==> config.mk <==
export PLATFORM = sky130hd
export DESIGN_NAME = rsq_top
export DESIGN_NICKNAME = d
export VERILOG_FILES = /design/src/rtl/rsq_pkg.sv /design/src/rtl/rsq_brg.sv /design/src/rtl/rsq_fsm.sv /design/src/rtl/rsq_regs.sv /design/src/rtl/rsq_top.sv
export SDC_FILE = /design/constraint.sdc
export NUM_CORES = 1
export LEC_CHECK = 0
export BUFFER_PORTS_ARGS = -buffer_cell sky130_fd_sc_hd__clkbuf_2
export CORE_ASPECT_RATIO = 1.4
export CORE_MARGIN = 2
export CORE_UTILIZATION = 25
export CTS_CLUSTER_DIAMETER = 200
export CTS_CLUSTER_SIZE = 28
export DETAILED_ROUTE_END_ITERATION = 8
export PLACE_DENSITY = 0.48
export SLEW_MARGIN = 20
export SYNTH_ARGS = -nofsm -noshare
export SYNTH_HDL_FRONTEND = slang
export SYNTH_SLANG_ARGS = --single-unit
==> constraint.sdc <==
create_clock -name clk -period 2.3 [get_ports clk]
set_clock_uncertainty 0.15 [all_clocks]
set_input_delay 0.115 -clock clk [delete_from_list [all_inputs] [get_ports clk]]
set_output_delay 0.115 -clock clk [all_outputs]
set_load 0.05 [all_outputs]
==> src/rtl/rsq_pkg.sv <==
package rsq_pkg;

    typedef enum logic [2:0] {
        RS_IDLE,
        RS_SDA_UP,
        RS_SCL_UP,
        RS_SDA_DN,
        RS_SCL_DN,
        RS_HOLD
    } rs_state_e;

    localparam int FLG_IRQ  = 0;
    localparam int FLG_WCOL = 1;

endpackage

==> src/rtl/rsq_brg.sv <==
module rsq_brg #(
    parameter int CNT_W = 8
) (
    input  logic             clk,
    input  logic             rst,
    input  logic             load,
    input  logic             run,
    input  logic [CNT_W-1:0] reload,
    output logic             tick
);

    logic [CNT_W-1:0] cnt;

    always_ff @(posedge clk) begin
        if (rst) begin
            cnt <= '0;
        end else if (load) begin
            cnt <= reload;
        end else if (run && (cnt != '0)) begin
            cnt <= cnt - 1'b1;
        end
    end

    // The step ends in the cycle where the counter sits at zero and may advance.
    assign tick = run && (cnt == '0);

endmodule

==> src/rtl/rsq_fsm.sv <==
module rsq_fsm
    import rsq_pkg::*;
(
    input  logic clk,
    input  logic rst,
    input  logic start_req,
    input  logic buf_accept,
    input  logic tick,
    input  logic scl_in,
    output logic brg_load,
    output logic brg_run,
    output logic busy,
    output logic idle,
    output logic done,
    output logic sda_low,
    output logic scl_low
);

    rs_state_e state, state_nx;

    always_ff @(posedge clk) begin
        if (rst) begin
            state <= RS_IDLE;
        end else begin
            state <= state_nx;
        end
    end

    always_comb begin
        state_nx = state;
        unique case (state)
            RS_IDLE:   if (start_req)  state_nx = RS_SDA_UP;
            RS_SDA_UP: if (tick)       state_nx = RS_SCL_UP;
            RS_SCL_UP: if (tick)       state_nx = RS_SDA_DN;
            RS_SDA_DN: if (tick)       state_nx = RS_SCL_DN;
            RS_SCL_DN: if (tick)       state_nx = RS_HOLD;
            RS_HOLD:   if (buf_accept) state_nx = RS_IDLE;
            default:                   state_nx = RS_IDLE;
        endcase
    end

    always_comb begin
        sda_low = 1'b0;
        scl_low = 1'b0;
        busy    = 1'b0;
        brg_run = 1'b0;
        unique case (state)
            RS_IDLE: ;
            RS_SDA_UP: begin
                scl_low = 1'b1;
                busy    = 1'b1;
                brg_run = 1'b1;
            end
            RS_SCL_UP: begin
                busy    = 1'b1;
                brg_run = scl_in;
            end
            RS_SDA_DN: begin
                sda_low = 1'b1;
                busy    = 1'b1;
                brg_run = 1'b1;
            end
            RS_SCL_DN: begin
                sda_low = 1'b1;
                scl_low = 1'b1;
                busy    = 1'b1;
                brg_run = 1'b1;
            end
            RS_HOLD: begin
                sda_low = 1'b1;
                scl_low = 1'b1;
            end
            default: ;
        endcase
    end

    assign idle     = (state == RS_IDLE);
    assign done     = (state == RS_SCL_DN) && tick;
    assign brg_load = (idle && start_req) || (busy && tick && !done);

endmodule

==> src/rtl/rsq_regs.sv <==
module rsq_regs
    import rsq_pkg::*;
#(
    parameter int CMD_W  = 5,
    parameter int DATA_W = 8,
    parameter int RS_BIT = 1
) (
    input  logic              clk,
    input  logic              rst,
    input  logic              busy,
    input  logic              done,
    input  logic              start_req,
    input  logic              ctl_wr,
    input  logic [CMD_W-1:0]  ctl_wdata,
    input  logic              buf_wr,
    input  logic [DATA_W-1:0] buf_wdata,
    input  logic              flg_wr,
    input  logic [1:0]        flg_wdata,
    output logic              buf_accept,
    output logic [CMD_W-1:0]  cmd_q,
    output logic [DATA_W-1:0] tx_buf,
    output logic              tx_start,
    output logic              start_seen,
    output logic              irq_flag,
    output logic              wcol
);

    assign buf_accept = buf_wr && !busy;

    always_ff @(posedge clk) begin
        if (rst) begin
            cmd_q <= '0;
        end else begin
            if (ctl_wr && !busy) begin
                cmd_q         <= ctl_wdata;
                cmd_q[RS_BIT] <= start_req;
            end
            if (done) begin
                cmd_q[RS_BIT] <= 1'b0;
            end
        end
    end

    always_ff @(posedge clk) begin
        if (rst) begin
            tx_buf   <= '0;
            tx_start <= 1'b0;
        end else begin
            tx_start <= buf_accept;
            if (buf_accept) begin
                tx_buf <= buf_wdata;
            end
        end
    end

    always_ff @(posedge clk) begin
        if (rst) begin
            wcol       <= 1'b0;
            irq_flag   <= 1'b0;
            start_seen <= 1'b0;
        end else begin
            if (buf_wr && busy) begin
                wcol <= 1'b1;
            end else if (flg_wr && !flg_wdata[FLG_WCOL]) begin
                wcol <= 1'b0;
            end
            if (done) begin
                irq_flag <= 1'b1;
            end else if (flg_wr && !flg_wdata[FLG_IRQ]) begin
                irq_flag <= 1'b0;
            end
            if (done) begin
                start_seen <= 1'b1;
            end else if (buf_accept) begin
                start_seen <= 1'b0;
            end
        end
    end

endmodule

==> src/rtl/rsq_top.sv <==
module rsq_top #(
    parameter int CNT_W  = 8,
    parameter int CMD_W  = 5,
    parameter int DATA_W = 8,
    parameter int RS_BIT = 1
) (
    input  logic              clk,
    input  logic              rst,
    input  logic [CNT_W-1:0]  brg_reload,
    input  logic              byte_idle,
    input  logic              ctl_wr,
    input  logic [CMD_W-1:0]  ctl_wdata,
    input  logic              buf_wr,
    input  logic [DATA_W-1:0] buf_wdata,
    input  logic              flg_wr,
    input  logic [1:0]        flg_wdata,
    input  logic              scl_in,
    output logic              scl_low,
    output logic              sda_low,
    output logic [CMD_W-1:0]  cmd_q,
    output logic [DATA_W-1:0] tx_buf,
    output logic              tx_start,
    output logic              start_seen,
    output logic              irq_flag,
    output logic              wcol
);

    logic brg_load, brg_run, tick;
    logic busy, idle, done;
    logic start_req, buf_accept;

    assign start_req = ctl_wr && ctl_wdata[RS_BIT] && idle && byte_idle;

    rsq_brg #(.CNT_W(CNT_W)) i_brg (
        .clk    (clk),
        .rst    (rst),
        .load   (brg_load),
        .run    (brg_run),
        .reload (brg_reload),
        .tick   (tick)
    );

    rsq_fsm i_fsm (
        .clk        (clk),
        .rst        (rst),
        .start_req  (start_req),
        .buf_accept (buf_accept),
        .tick       (tick),
        .scl_in     (scl_in),
        .brg_load   (brg_load),
        .brg_run    (brg_run),
        .busy       (busy),
        .idle       (idle),
        .done       (done),
        .sda_low    (sda_low),
        .scl_low    (scl_low)
    );

    rsq_regs #(
        .CMD_W  (CMD_W),
        .DATA_W (DATA_W),
        .RS_BIT (RS_BIT)
    ) i_regs (
        .clk        (clk),
        .rst        (rst),
        .busy       (busy),
        .done       (done),
        .start_req  (start_req),
        .ctl_wr     (ctl_wr),
        .ctl_wdata  (ctl_wdata),
        .buf_wr     (buf_wr),
        .buf_wdata  (buf_wdata),
        .flg_wr     (flg_wr),
        .flg_wdata  (flg_wdata),
        .buf_accept (buf_accept),
        .cmd_q      (cmd_q),
        .tx_buf     (tx_buf),
        .tx_start   (tx_start),
        .start_seen (start_seen),
        .irq_flag   (irq_flag),
        .wcol       (wcol)
    );

endmodule

Yosys cells after proc, flatten, opt, wreduce, memory -nomap -nowiden. Cells that the tools add are included.

Output and inout port bits: 19. Flip-flop bits (word level): 28.

Add/sub/neg operators: 1. Equality and inequality tests: 11. Reductions and logical operators: 32. Muxes and demuxes: 19.

Operator list (count): $mux 3 (6); $pmux 3 s6 (1); $mux 8 (2); $logic_and 1x1->1 (14); $ne 2x1->1 const B (5); $mux 1 (9); $reduce_or 3->1 (3); $logic_not 8->1 (1); $reduce_bool 2->1 (4); $reduce_bool 8->1 (1); $sub 8x1->8 const B (1); $eq 3x2->1 const B (2); $eq 3x3->1 const B (2); $reduce_and 6->1 (1); $logic_not 1->1 (4); $reduce_or 4->1 (1); $eq 3x1->1 const B (1); $logic_not 3->1 (1); $ne 2x2->1 const B (1); $pmux 1 s2 (1); $reduce_or 2->1 (1); $logic_or 1x1->1 (1).

Depth between registers and ports, before layout. Gate-level depths: netlist of the first run.

Depth after elaboration: 9. Depth in mapped cells: 6. Depth with buffers taken out: 6.

By module. Synthesis of the first run repeated with hierarchy kept, for this count alone.

Cell total of the unflattened synthesis: 168. Area, all modules: 1497.7 um2.

By module, submodules not included: rsq_regs (seq. area each 340.3 um2, area each 679.4 um2, cells an instance 68, times used 1); rsq_brg (seq. area each 160.2 um2, area each 524.3 um2, cells an instance 64, times used 1); rsq_fsm (seq. area each 60.1 um2, area each 285.3 um2, cells an instance 35, times used 1); rsq_top (seq. area each 0.0 um2, area each 8.8 um2, cells an instance 1, times used 1).

Worst setup path after synthesis of the first run. Ideal clock, no wire load.

Path kind: reg-to-reg. From: reg i_brg.cnt[0]. To: reg i_brg.cnt[2]. Stages on the path, launching flop included: 7. Setup time: 0.059 ns. Setup slack: 0.185 ns. Clock period less this slack: 2.115 ns. Data required time: 2.091 ns. Data arrival time: 1.906 ns. Cells stage by stage: dfxtp_1 -> inv_1 -> ha_1 -> or3b_2 -> or4_4 -> a211oi_1 -> a211o_1.

Longest elaborated chain between the ends: 7.

Ends and longest elaborated chain: from (decl) (RTL line rsq_brg.sv:12) `logic [CNT_W-1:0] cnt;`; from (signal assigned) (RTL line rsq_brg.sv:18) `cnt <= reload;`; from (signal assigned) (RTL line rsq_brg.sv:20) `cnt <= cnt - 1'b1;`; branches (longest 7 deep; another with $sub 8x1->8).

Parallel ways; which one is timed is not known. The select of a mux whose other input is x is not followed. A chain may end at the register's enable or synchronous reset.

Worst setup path after layout of the first run.
From: reg i_brg.cnt[0]. To: reg i_brg.cnt[4].

The elaborated chain is that of the path after synthesis.

==> reports/metrics.yaml, run 1 <==
drive_gt1_share_pct: 33.33
syn-num-nets: 198
boundaryPins: 49
route.detailed.drc: 0
postCtsSetupBuffers: 0
rows: 32
cpPeakStageDelay_ps: 590
slew_headroom_pct: 63.37
maxSlewViolCount: 0
synthesis.area_sq_um: 1449
end_kind: "flop"
path_clk_slew_ps: 110
grt.total_usage_pct: 13.61
dieArea_sq_um: 6429
synth_edf_count: 0
grt_max_degree: 23
htreeDepth: 1
ys_seq_elements: 28
cp.arrival_ps: 2270
async_flop_share_pct: 0
syn_inst: 166
synth-adder-area-share_pct: 1.727
synth_top_family_by_area: "compound AO/OA/AOI/OAI gates"
yosys.area.top_type: "dfxtp_1"
syn_area_per_cell_sq_um: 8.728
synth_xor_area_share_pct: 0
whs_ps: 6.102
crit_type: "reg2reg"
final_util_pct: 38.38
ys_types: 45
synthFlopType: "dfxtp_1"
diodes: 0
yosysTopAreaCellShare_pct: 38.69
drt-initial-drc-count: 52
synth-simple-area-share_pct: 22.19
wl_microns: 4244
coreArea_sq_um: 5565
cts_tree: "done"
cts.sinks: 28
worstMarginPinSlew_ps: 549.4
gp_congestion: 0.7618
cellPowerDensity_nw_per_um2: 1289
crit_path_cell_trace: "inv_1 > ha_2 > or3b_4 > or4_4 > a21oi_4 > a221o_1"
grt_pass1_wl_microns: 6789
rsz0062_at_grt: "false"
hold_path.class: "in2reg"
port_buffers: 48
start_util_pct: 26.03
period_minus_slack_ps: 2191
cp.required_ps: 2380
crit_slowest_cell: "or4_4"
fin_nets: 276
root_buffer: "clkbuf_8"
final.period_utilization_pct: 95.25
synthMuxAreaShare_pct: 8.290
ir_drop_uv: 592.4
ant_nets: 0
antenna_found_initial: 0
finalSetupTns_ps: 0
crit_fanout: 5
setup_violations: 0
status: "complete, no violations"
postLayoutCellArea_sq_um: 2136
fp.dieH_microns: 94.08
fp.dieW_microns: 68.34
wl_per_cell_microns: 13.65
numCtsBuffers: 3
vias: 1554
ctsLongestPathBuffers: 2
yosysWarnings: 0
grt_pass1_vias: 1500
grt-ovfl-total: 0
drt-vias-per-instance: 4.997
hold_viol: 0
synth_seq_area_share_pct: 38.69
first_pass_iters: 4
nFillCells: 559
max_freq_ghz: 0.4565
maxCapViolCount: 0
netlist_top_cells_area: "dfxtp_1, mux2i_1, nor2_1, a211oi_1, a21oi_1"
area_delta_synth_final_pct: 47.41
hpwlAfterDp_microns: 3152
cp-start-kind: "flop"
p_leak_nw: 0.9598
synth-compound-area-share_pct: 24.61
clk_latency_ps: 280
placed_cell_area_sq_um: 1852
==> registers in the layout, indices dropped and copies added, names as in the netlist <==
signal and flops:
i_regs.irq_flag 1, i_regs.wcol 1, i_fsm.state 3, i_regs.tx_buf 8, i_regs.tx_start 1, i_regs.cmd_q 5, i_brg.cnt 8, i_regs.start_seen 1
==> routing by layer <==
metal / GRT usage [%] / up-vias / wire length [microns] / part of all wire (%)
li1: - / 783 / - / -
met1: 17.26 / 730 / 1832 / 43
met4: 3.000 / 0 / 25 / 0.59
met3: 2.398 / 4 / 212 / 5.0
met5: 0 / - / 0 / 0
met2: 23.46 / 37 / 2172 / 51
==> where the power goes <==
part | internal [mW] | switching, mW
Sequential | 0.606 | 0.128
Clock | 0.233 | 0.169
Combinational | 0.696 | 0.921
==> cell families (layout without fill, tap and decap cells) <==
kind of cell               after synthesis  in the layout
DFF                                     28             28
adders and majority gates                2              2
AOI/OAI and AO/OA                       50             50
buffers and inverters                   15             92
and+or+nand+nor                         59             59
muxes                                   12             12
==> area by class of cell <==
type	count	area, sq um	area share (%)
Sequential cell	28	560.5	26.24
Tap cell	68	85.08	3.984
Clock buffer	3	41.29	1.933
Multi-Input combinational cell	123	855.8	40.07
Inverter	6	22.52	1.054
Timing Repair Buffer	82	540.5	25.31
Clock inverter	1	30.03	1.406
==> critical path: cells and delay by family (launching register included) <==
family	cells	cell delay (ps)
buf+inv	1	100
simple gates	2	990
flops	1	340
compound gates	2	360
fa+ha+maj	1	200
==> layout by cell type, fill, tap and decap left out, drive strengths merged, types with 2 or more instances in the layout <==
cell type	instances
clkbuf	51
dfxtp	28
nor2	22
dlygate4sd3	18
buf	16
mux2i	12
a21oi	11
a211oi	8
nand2	7
inv	6
nor4	6
o21ai	6
nand2b	3
o31ai	3
a211o	3
nand4	3
o211ai	3
a221o	3
or4	3
nor3	3
nor3b	2
or4b	2
a31oi	2
o41ai	2
a2111oi	2
ha	2
==> Yosys cell counts, types with 3 or more instances <==
| master | instances |
|---|---|
| dfxtp_1 | 28 |
| nor2_1 | 22 |
| mux2i_1 | 12 |
| a21oi_1 | 10 |
| a211oi_1 | 8 |
| nand2_1 | 7 |
| clkbuf_1 | 6 |
| inv_1 | 6 |
| nor4_1 | 6 |
| o21ai_0 | 5 |
| a211o_1 | 3 |
| a221o_1 | 3 |
| nand2b_1 | 3 |
| nand4_1 | 3 |
| nor3_1 | 3 |
| o211ai_1 | 3 |
| o31ai_1 | 3 |
==> through the flow <==
stage / instances / setup slack (ps) / power (mW)
after floorplan: 166 / 185.1 / 1.795
after global placement: 289 / 104.6 / 2.287
after detailed placement: 289 / 56.43 / 2.283
after CTS: 311 / 27.86 / 2.725
after global routing: 311 / 3.201 / 2.974
final: 311 / 109.2 / 2.753
==> what timing repair did <==
item | in CTS | in global routing
setup endpoints to repair | 0 | 7
endpoints found under the hold margin | 17 | 0
hold buffers | 18 | 0
gates resized for setup | 0 | 7
==> worst paths after layout <==
check / startpoint / endpoint / slack [ps] / cells after the start
setup / recovery: i_brg.cnt[0]$_SDFFE_PP0P_ / i_brg.cnt[4]$_SDFFE_PP0P_ / 110 / 6
hold / removal: flg_wdata[0] / i_regs.irq_flag$_SDFFE_PP0P_ / 6 / 3
setup reg to reg: i_brg.cnt[0]$_SDFFE_PP0P_ / i_brg.cnt[4]$_SDFFE_PP0P_ / 110 / 6
hold reg to reg: i_regs.start_seen$_SDFFE_PP0P_ / i_regs.start_seen$_SDFFE_PP0P_ / 310 / 2
(Power assumes the default switching activity.)
==> inputs of run 2 (changes only) <==
--- a/config.mk
+++ b/config.mk
@@ -15,2 +15,3 @@
 export PLACE_DENSITY = 0.48
+export REMOVE_ABC_BUFFERS = 1
 export SLEW_MARGIN = 20
==> constraint.sdc (replaced) <==
create_clock -name clk -period 2.3 [get_ports clk]
set_clock_uncertainty 0.15 [all_clocks]
set_input_delay 0.345 -clock clk [delete_from_list [all_inputs] [get_ports clk]]
set_output_delay 0.345 -clock clk [all_outputs]
set_load 0.05 [all_outputs]
==> run 2 against run 1 <==
Critical path depth unchanged. Total power down 1.5%. Sequential cell count unchanged. Core utilization down 3.3 points. Critical path type unchanged. Largest power group unchanged.
==> reports/metrics.yaml, run 2 (synthesis results as in run 1) <==
largestRegisters: "i_brg.cnt x8, i_regs.tx_buf x8, i_regs.cmd_q x5"
ir_drop_uv: 516.9  # -13%
nFillCells: 597  # +6.8%
area_delta_synth_final_pct: 34.63
hold_viol: 0  # unchanged
p_leak_nw: 0.8810  # -8.2%
hold_path.class: "in2reg"
crit_type: "reg2reg"
start_util_pct: 26.03  # unchanged
postCtsSetupBuffers: 0  # unchanged
crit_path_cell_trace: "inv_2 > ha_2 > or3b_4 > or4_4 > a211oi_2 > a211o_1"
rows: 32  # unchanged
finalSetupTns_ps: 0  # unchanged
setup_violations: 0  # unchanged
crit_start: "i_brg.cnt[0]$_SDFFE_PP0P_"
worstMarginPinSlew_ps: 543.7  # -5.729 ps
critPathTopFamily: "simple AND/OR/NAND/NOR gates"
most-common-layout-cells: "clkbuf_2, dfxtp_1, nor2_1, buf_4, mux2i_1"
layout_commonest_cell: "clkbuf_2"
hpwlAfterDp_microns: 3094  # -1.8%
critPathBufInv: 1  # unchanged
cts.sinks: 28  # unchanged
port_buffers: 48  # unchanged
grt_pass1_vias: 1386  # -7.6%
ctsLongestPathBuffers: 2  # unchanged
cpPeakStageDelay_ps: 600  # about the same
wl_per_cell_microns: 13.46  # -1.4%
slew_headroom_pct: 63.25  # -0.13 points
first_pass_iters: 4  # unchanged
diodes: 0  # unchanged
clock_power_share_pct: 14.7  # about the same
maxCapViolCount: 0  # unchanged
wl_microns: 3944  # -7.1%
cp.required_ps: 2380  # about the same
final.period_utilization_pct: 94.20  # -1.0 points
grt.total_usage_pct: 13.18  # -0.43 points
clk_latency_ps: 280  # about the same
grt_pass1_wl_microns: 6499  # -4.3%
drt-vias-per-instance: 4.980  # -0.35%
r2r-start: "i_brg.cnt[0]$_SDFFE_PP0P_"
cts_tree: "done"
p_sw_mw: 1.202  # -1.3%
cp.arrival_ps: 2250  # -20 ps
period_minus_slack_ps: 2167  # -24.13 ps
worstHoldStart: "brg_reload[5]"
vias: 1459  # -6.1%
p_int_mw: 1.509  # -1.7%
boundaryPins: 49  # unchanged
route.detailed.drc: 0  # unchanged
cp-start-kind: "flop"
crit_slowest_cell: "or4_4"
worst_slack_ps: 133.3  # +24.12 ps
comb_power_share_pct: 59.0  # +0.3 points
antenna_found_initial: 0  # unchanged
status: "complete, no violations"
coreArea_sq_um: 5565  # unchanged
fin_nets: 258  # -6.5%
path_clk_slew_ps: 100  # about the same
power_mw: 2.711  # -1.5%
drive_gt1_share_pct: 36.00  # +2.7 points
grt_max_degree: 20  # -13%
crit_fanout: 5  # unchanged
pwr-share-seq_pct: 26.4  # -0.3 points
hold_buffers: 0  # -18
gp_congestion: 0.7922  # +4.0%
numCtsBuffers: 3  # unchanged
post-place-ws_ps: 26.84  # -29.60 ps
dieArea_sq_um: 6429  # unchanged
ant_nets: 0  # unchanged
htreeDepth: 1  # unchanged
switching_share_pct: 44.34  # +0.11 points
fp.dieW_microns: 68.34  # unchanged
root_buffer: "clkbuf_8"
drt-initial-drc-count: 23  # -56%
max_freq_ghz: 0.4615  # +1.1%
fp.dieH_microns: 94.08  # unchanged
grt-ovfl-total: 0  # unchanged
end_kind: "flop"
cellPowerDensity_nw_per_um2: 1390  # +7.8%
maxSlewViolCount: 0  # unchanged
==> run 2: metrics by stage <==
stage | utilization, % | area, sq um | hold slack (ps) | cells
finish | 35.05 | 1951 | 135.5 | 293
CTS | 34.55 | 1923 | 121.2 | 293
global placement | 33.27 | 1852 | 294.3 | 289
global route | 35.05 | 1951 | 137.4 | 293
detailed placement | 33.27 | 1852 | 301.5 | 289
floorplan | - | 1406 | 264.1 | 157
==> run 2: worst register-to-register path: cells and delay by family, from the launching register on <==
| kind | cells | cell delay (ps) |
|---|---|---|
| flops | 1 | 350 |
| compound gates | 2 | 360 |
| buf+inv | 1 | 80 |
| fa+ha+maj | 1 | 190 |
| simple gates | 2 | 1000 |
==> run 2: power by group through the flow <==
stage / Sequential [mW] / Combinational (mW) / Clock [mW]
CTS: 0.711 / 1.58 / 0.416
detailed placement: 0.719 / 1.57 / 0
global placement: 0.721 / 1.58 / 0
finish: 0.714 / 1.60 / 0.398
global route: 0.740 / 1.76 / 0.436
floorplan: 0.899 / 0.860 / 0
==> run 2: repair_timing <==
| action | CTS | global route |
|---|---|---|
| endpoints found under the setup margin | 1 | 7 |
| hold endpoints to repair | 0 | 0 |
| resized for setup | 0 | 7 |
| pin swaps | 0 | 1 |
==> run 2: path summary, 6_finish.rpt <==
path	slack, ps	endpoint	cells after the start
max	130	i_brg.cnt[2]$_SDFFE_PP0P_	6
min	140	i_brg.cnt[5]$_SDFFE_PP0P_	2
max reg2reg	130	i_brg.cnt[2]$_SDFFE_PP0P_	6
min reg2reg	310	i_regs.start_seen$_SDFFE_PP0P_	2
==> run 2: layout make-up <==
cell class                 instances  area [sq um]  area share [%]
multi-input combinational        123         850.8           43.62
clock inverter                     1         30.03           1.539
clock buffer                       3         41.29           2.117
inverter                           6         22.52           1.155
timing repair buffer              64         360.3           18.47
sequential                        28         560.5           28.74
tap                               68         85.08           4.362
==> run 2: metal layers <==
| layer | vias to the layer above | track usage [%] | wire length (microns) |
|---|---|---|---|
| met4 | 0 | 3.833 | 27 |
| met1 | 673 | 16.15 | 1666 |
| met2 | 39 | 22.49 | 2061 |
| met3 | 2 | 2.878 | 187 |
| li1 | 745 | - | - |
| met5 | - | 0 | 0 |
